### config.mk
export PLATFORM = sky130hd
export DESIGN_NAME = pdt_timer
export DESIGN_NICKNAME = d
export VERILOG_FILES = /design/src/rtl/pdt_timer.sv
export SDC_FILE = /design/constraint.sdc
export NUM_CORES = 1
export LEC_CHECK = 0
export CAP_MARGIN = 20
export CORE_MARGIN = 4
export CORE_UTILIZATION = 55
export CTS_CLUSTER_DIAMETER = 60
export DETAILED_ROUTE_END_ITERATION = 10
export GPL_TIMING_DRIVEN = 0
export PLACE_DENSITY_LB_ADDON = 0.3
export REMOVE_ABC_BUFFERS = 1
export SYNTH_ARGS = -nofsm -noshare
export SYNTH_HDL_FRONTEND = slang
export SYNTH_SLANG_ARGS = --single-unit
### constraint.sdc
create_clock -name clk -period 4.47 [get_ports clk]
set_clock_uncertainty 0.2 [all_clocks]
set_input_delay 0.894 -clock clk [delete_from_list [all_inputs] [get_ports clk]]
set_output_delay 0.894 -clock clk [all_outputs]
set_load 0.05 [all_outputs]
### src/rtl/pdt_timer.sv
module pdt_timer #(
  parameter int DW   = 8,
  parameter int SYNC = 2
) (
  input  logic          clk,
  input  logic          rst,
  input  logic          tick,
  input  logic          trig,
  input  logic          mode_a,
  input  logic          mode_b,
  input  logic [DW-1:0] delay_word,
  output logic          dout
);

  localparam logic [1:0] M_OS = 2'b00;
  localparam logic [1:0] M_DO = 2'b01;
  localparam logic [1:0] M_DR = 2'b10;
  localparam logic [1:0] M_DD = 2'b11;

  logic [SYNC-1:0] sync_q;
  logic            trig_s, trig_d;
  logic            running;
  logic [DW-1:0]   cnt;
  logic [1:0]      mode_q, mode_in, mode_cur;
  logic            rise, fall, expire;
  logic            start, halt, load_out, out_nxt;

  assign trig_s   = sync_q[SYNC-1];
  assign rise     = trig_s & ~trig_d;
  assign fall     = ~trig_s & trig_d;
  assign mode_in  = {mode_a, mode_b};
  assign mode_cur = running ? mode_q : mode_in;
  assign expire   = running & ((cnt == '0) | (tick & (cnt == DW'(1))));

  always_comb begin
    start    = 1'b0;
    halt     = 1'b0;
    load_out = 1'b0;
    out_nxt  = dout;
    unique case (mode_cur)
      M_OS: begin
        if (rise) begin
          start = 1'b1; load_out = 1'b1; out_nxt = 1'b0;
        end else if (expire) begin
          halt = 1'b1; load_out = 1'b1; out_nxt = 1'b1;
        end
      end
      M_DO: begin
        if (rise) begin
          start = 1'b1;
        end else if (fall) begin
          halt = 1'b1; load_out = 1'b1; out_nxt = 1'b1;
        end else if (expire) begin
          halt = 1'b1; load_out = 1'b1; out_nxt = 1'b0;
        end
      end
      M_DR: begin
        if (fall) begin
          start = 1'b1;
        end else if (rise) begin
          halt = 1'b1; load_out = 1'b1; out_nxt = 1'b0;
        end else if (expire) begin
          halt = 1'b1; load_out = 1'b1; out_nxt = 1'b1;
        end
      end
      default: begin
        if (rise | fall) begin
          start = 1'b1;
        end else if (expire) begin
          halt = 1'b1; load_out = 1'b1; out_nxt = ~trig_s;
        end
      end
    endcase
  end

  generate
    if (SYNC > 1) begin : g_sync_chain
      always_ff @(posedge clk) begin
        if (rst) sync_q <= {SYNC{trig}};
        else     sync_q <= {sync_q[SYNC-2:0], trig};
      end
    end else begin : g_sync_one
      always_ff @(posedge clk) sync_q <= trig;
    end
  endgenerate

  always_ff @(posedge clk) begin
    if (rst) begin
      trig_d  <= trig;
      running <= 1'b0;
      cnt     <= '0;
      mode_q  <= mode_in;
      dout    <= (mode_in == M_DR) ? 1'b0 : (mode_in == M_DD) ? ~trig : 1'b1;
    end else begin
      trig_d <= trig_s;
      if (!running) mode_q <= mode_in;
      if (load_out) dout <= out_nxt;
      if (start) begin
        running <= 1'b1;
        cnt     <= delay_word;
      end else if (halt) begin
        running <= 1'b0;
        cnt     <= '0;
      end else if (running && tick && cnt != '0) begin
        cnt <= cnt - DW'(1);
      end
    end
  end

endmodule


Word-level counts from Yosys, hierarchy flattened

Cells that the tools add are included.

Bits in registers: 15
Bits in latches: 0
Memory bits (writable): 0
Bits in read-only memories: 0
Bits of input ports: 14
Output and inout bits: 1
Logic and storage cells: 71
Memories: 0

$add $sub $neg: 1
Multiply operators: 0
Div/mod/pow operators: 0
$lt $le $gt $ge: 0
Eq/ne operators: 9
Shifts and indexed selects: 0
Multiplexer cells: 35
Bitwise logic cells: 9
Reduce and logical (&&, ||, !) cells: 11

Operators with widths:

| kind                                                  | number |
|---|---|
| 2-to-1 mux 1 bit                                      | 25 |
| 2-to-1 mux 8 bit                                      | 3 |
| one-hot mux 1 bit (3 select lines)                    | 3 |
| == test 8 x 1 -> 1 bit, second input constant         | 1 |
| zero test 8 bit                                       | 1 |
| nonzero test 8 bit                                    | 1 |
| subtractor 8 x 1 -> 8 bit, second input constant      | 1 |
| == test 2 bit, second input constant                  | 3 |
| 2-to-1 mux 2 bit                                      | 3 |
| inequality test 3 bit, second input constant          | 2 |
| AND reduction 6 bit                                   | 1 |
| inequality test 5 x 2 -> 1 bit, second input constant | 1 |
| nonzero test 5 bit                                    | 1 |
| bitwise AND 1 bit                                     | 4 |
| inequality test 4 bit, second input constant          | 1 |
| nonzero test 2 bit                                    | 2 |
| inverter 1 bit                                        | 3 |
| nonzero test 3 bit                                    | 1 |
| == test 2 x 1 -> 1 bit, second input constant         | 1 |
| logical AND 1 bit                                     | 2 |
| zero test 2 bit                                       | 1 |
| OR 1 bit                                              | 2 |
| one-hot mux 1 bit (2 select lines)                    | 1 |
| OR reduction 2 bit                                    | 1 |

Depth between registers and ports, before layout

Depth in word-level cells: 10
Depth in mapped cells: 10
Mapped depth without buffers: 10

Worst setup path before layout

Ideal clock, no wire load.

Path kind: input to register
Start: input port mode_b
End: register cnt[6]
Library setup time: 0.095 ns
Arrival time: 2.624 ns
Slack: 1.550 ns
Cell stages on the path: 8
Path buffers: 1
Cells stage by stage: inv_1 o21ai_0 ha_1 clkbuf_1 a221oi_1 a21oi_1 nor3_1 a221oi_1

Cells in the longest elaborated chain, start to end: 5

RTL lines:

| what                                                                                             | RTL line | RTL |
|---|---|---|
| from (decl)                                                                                      | 10       | `input logic mode_b,` |
| 2-to-1 mux 2 bit *                                                                               | n/a      |  |
| == test 2 x 1 -> 1 bit, or another cell as far along                                             | 40       | `unique case (mode_cur)` |
| OR reduction 2 bit (no source line) / one-hot mux 1 bit (3 select lines) (equally long branches) | n/a      |  |
| one-hot mux 1 bit (2 select lines) / 2-to-1 mux 8 bit (equally long branches)                    | 40, 101  |  |
| nonzero test 3 bit (no source line) / 2-to-1 mux 8 bit (equally long branches)                   | n/a      |  |
| to (signal assigned)                                                                             | 100      | `cnt <= delay_word;` |
| to (signal assigned)                                                                             | 105      | `cnt <= cnt - DW'(1);` |
| to (decl)                                                                                        | 23       | `logic [DW-1:0] cnt;` |

Every way passes the cells marked *; elsewhere a longest branch is shown, timed or not.
A chain may end at the register's enable or synchronous reset.

Worst setup path after layout

Ends and elaborated chain as after synthesis.

==> flow_summary.json <==
{
  "critical_path_required_ns": 4.45,
  "yosysWarnings": 0,
  "std_cell_rows": 15,
  "drive_above_1_share_pct": 6.06,
  "drt_iter0_markers": 22,
  "final_hold_viol_count": 0,
  "rsz0062_at_grt": "no",
  "htreeDepth": 1,
  "outcome": "complete, no violations",
  "total_power_mw": 0.543,
  "crit_type": "input port to flop",
  "synth.avg_cell_area_um2": 8.58,
  "grt_max_degree": 16,
  "setup_tns_ns": 0,
  "cts_setup_buffers": 0,
  "r2r-start": "running$_SDFFE_PP0P_",
  "yosysSeqAreaShare_pct": 30.9,
  "r2r_cells": 6,
  "cellPowerDensity_nw_per_um2": 457,
  "hold_class": "flop to flop",
  "end_kind": "flop",
  "wl_per_cell_um": 13.2,
  "setup_viol": 0,
  "synthArstFlopShare_pct": 0,
  "grt_usage_pct": 18.3,
  "leakagePower_nw": 0.483,
  "worst_r2r_endpoint": "cnt[6]$_SDFFE_PP0P_",
  "p_seq_share_pct": 35.3,
  "floorplan.initialDensity_pct": 58.1,
  "multi_input_area_um2": 641,
  "postRouteAntennaNets": 0,
  "dp_hpwl_um": 1590,
  "die_h_um": 50.7,
  "drc": 0,
  "max_freq_mhz": 290,
  "switching_share_pct": 40.5,
  "fp.dieW_um": 50.7,
  "p_switching_mw": 0.220,
  "holdBufCountCts": 0,
  "period_needed_ns": 3.44,
  "setup.worst_path.start": "mode_b",
  "first_global_vias": 848,
  "synth-edff-count": 1,
  "io_pins": 15,
  "comb_power_share_pct": 50.5,
  "critPathCapture": "cnt[6]$_SDFFE_PP0P_",
  "synth_top_area_cell": "dfxtp_1",
  "drv_cap": 0,
  "vias": 905,
  "cts_tree": "yes",
  "cts_buffers": 3,
  "report.final.slew_viol_count": 0,
  "gr-total-overflow": 0,
  "cp_max_fo": 9,
  "register_area_um2": 310,
  "ff2ff_setup_slack_ns": 1.73,
  "slew_headroom_pct": 37.8,
  "nets": 156,
  "grt_pass1_wl_um": 3640,
  "ys_seq_elements": 15,
  "fin_crit_sh_pct": 77.0,
  "via_per_inst": 5.76,
  "yosys-top-cells-area": "dfxtp_1 (28%), ha_1 (11%), a21oi_1 (5.5%)",
  "area_growth_pct": 18.3,
  "io_buffers": 14,
  "worst_slew_pin_slew_ns": 0.929,
  "vdd_drop_max_mv": 0.263,
  "antenna_found_initial": 0,
  "clk_latency_ns": 0.29,
  "ys.flop_type": "dfxtp_1",
  "antenna_cells": 0,
  "p_clk_share_pct": 14.2,
  "nFillCells": 159,
  "dieArea_um2": 2570,
  "wl_um": 2070,
  "yosysUniqueCellTypes": 35,
  "syn-instance-count": 117,
  "cp.arrival_ns": 3.43,
  "core-area_um2": 1730,
  "ctsResizeCount": 0,
  "cts.reportedPaths.clkPinSlew_ns": 0.09,
  "startpoint_type": "input port",
  "dr.pass1.iters": 4,
  "clock_path_buffers": 2,
  "cts.sinks": 15,
  "synth_top_area_share_pct": 27.9,
  "gp_congestion": 0.909,
  "root_buffer": "clkbuf_4",
  "syn-cell-area_um2": 1000,
  "cell_internal_pwr_mw": 0.323
}
[layer usage]
layer	vias to the layer above	GRT usage [%]	part of all wire (%)
met3	2	6.82	5.8
li1	458	-	-
met2	20	30.2	47
met5	-	0	0
met1	425	23.7	47
met4	0	1.35	0.58
[how the worst min path moves through the flow]
stage                      start           endpoint  slack (ns)  cells after the start
2_1_floorplan  sync_q[0]$_DFF_P_  sync_q[1]$_DFF_P_        0.22                      2
3_3_place_gp   sync_q[0]$_DFF_P_  sync_q[1]$_DFF_P_        0.23                      2
3_5_place_dp   sync_q[0]$_DFF_P_  sync_q[1]$_DFF_P_        0.24                      2
4_1_cts        sync_q[0]$_DFF_P_  sync_q[1]$_DFF_P_        0.25                      2
5_1_grt        sync_q[0]$_DFF_P_  sync_q[1]$_DFF_P_        0.28                      2
6_report       sync_q[0]$_DFF_P_  sync_q[1]$_DFF_P_        0.24                      2
[stage by stage]
| step | instance area, um2 | util [%] | cells | setup WS [ns] | hold WS, ns |
|---|---|---|---|---|---|
| 2_1_floorplan | 988 | - | 114 | 1.57 | 0.215 |
| 3_3_place_gp | 1160 | 67.2 | 153 | 0.837 | 0.228 |
| 3_5_place_dp | 1160 | 67.2 | 153 | 0.753 | 0.245 |
| 4_1_cts | 1190 | 68.8 | 157 | 1.06 | 0.249 |
| 5_1_grt | 1190 | 68.8 | 157 | 0.841 | 0.279 |
| 6_report | 1190 | 68.8 | 157 | 1.03 | 0.239 |
[cells by family (layout without fill, tap and decap cells)]
logic type	after synthesis	after routing	synth area share [%]
simple gates	32	32	18.1
compound gates	41	41	28.1
buf+inv	13	28	5.24
mux	2	2	2.12
flops	15	15	30.9
xor+xnor	5	5	4.36
fa+ha+maj	9	9	11.2
[flip-flops by register name, indices dropped and copies added (netlist names)]
register,count
cnt,8
mode_q,2
sync_q,2
dout,1
running,1
trig_d,1
[area by class of cell]
cell class                 instances  area share (%)
multi-input combinational         89            54.0
sequential                        15            26.1
timing repair buffer              14            11.8
inverter                          10            3.16
tap                               25            2.63
clock buffer                       3            1.90
clock inverter                     1           0.421
[power by group through the flow]
| stage | Combinational, mW | Sequential (mW) | Clock (mW) |
|---|---|---|---|
| after floorplan | 0.206 | 0.197 | 0 |
| after global placement | 0.260 | 0.193 | 0 |
| after detailed placement | 0.272 | 0.195 | 0 |
| after CTS | 0.273 | 0.192 | 0.0804 |
| after global routing | 0.308 | 0.197 | 0.0869 |
| final | 0.274 | 0.192 | 0.0770 |
[critical path: stages]
cell             delay, ns
clkdlybuf4s50_1       0.45
inv_1                 0.06
o21ai_0               0.47
ha_1                  0.47
a221oi_1              0.11
a21oi_1               0.56
nor3_1                0.09
a221oi_1              0.31
[cell usage in the layout, fill, tap and decap left out, types with 3 or more instances in the layout]
cell type        instances
dfxtp_1                 14
ha_1                     9
nor2_1                  12
a21oi_1                 11
clkbuf_4                 3
clkdlybuf4s50_1         14
a221oi_1                 4
inv_1                   10
a22o_1                   6
xnor2_1                  4
nand2_1                  8
o21ai_0                  7
[Yosys cell counts (all sizes together) (4+ instances only)]
cell,count
inv,10
nand2,8
a22o,7
o21ai,8
nor2,12
xnor2,4
dfxtp,14
a21oi,11
ha,9
a221oi,4
Note: power is estimated with default switching activity, not from simulation.
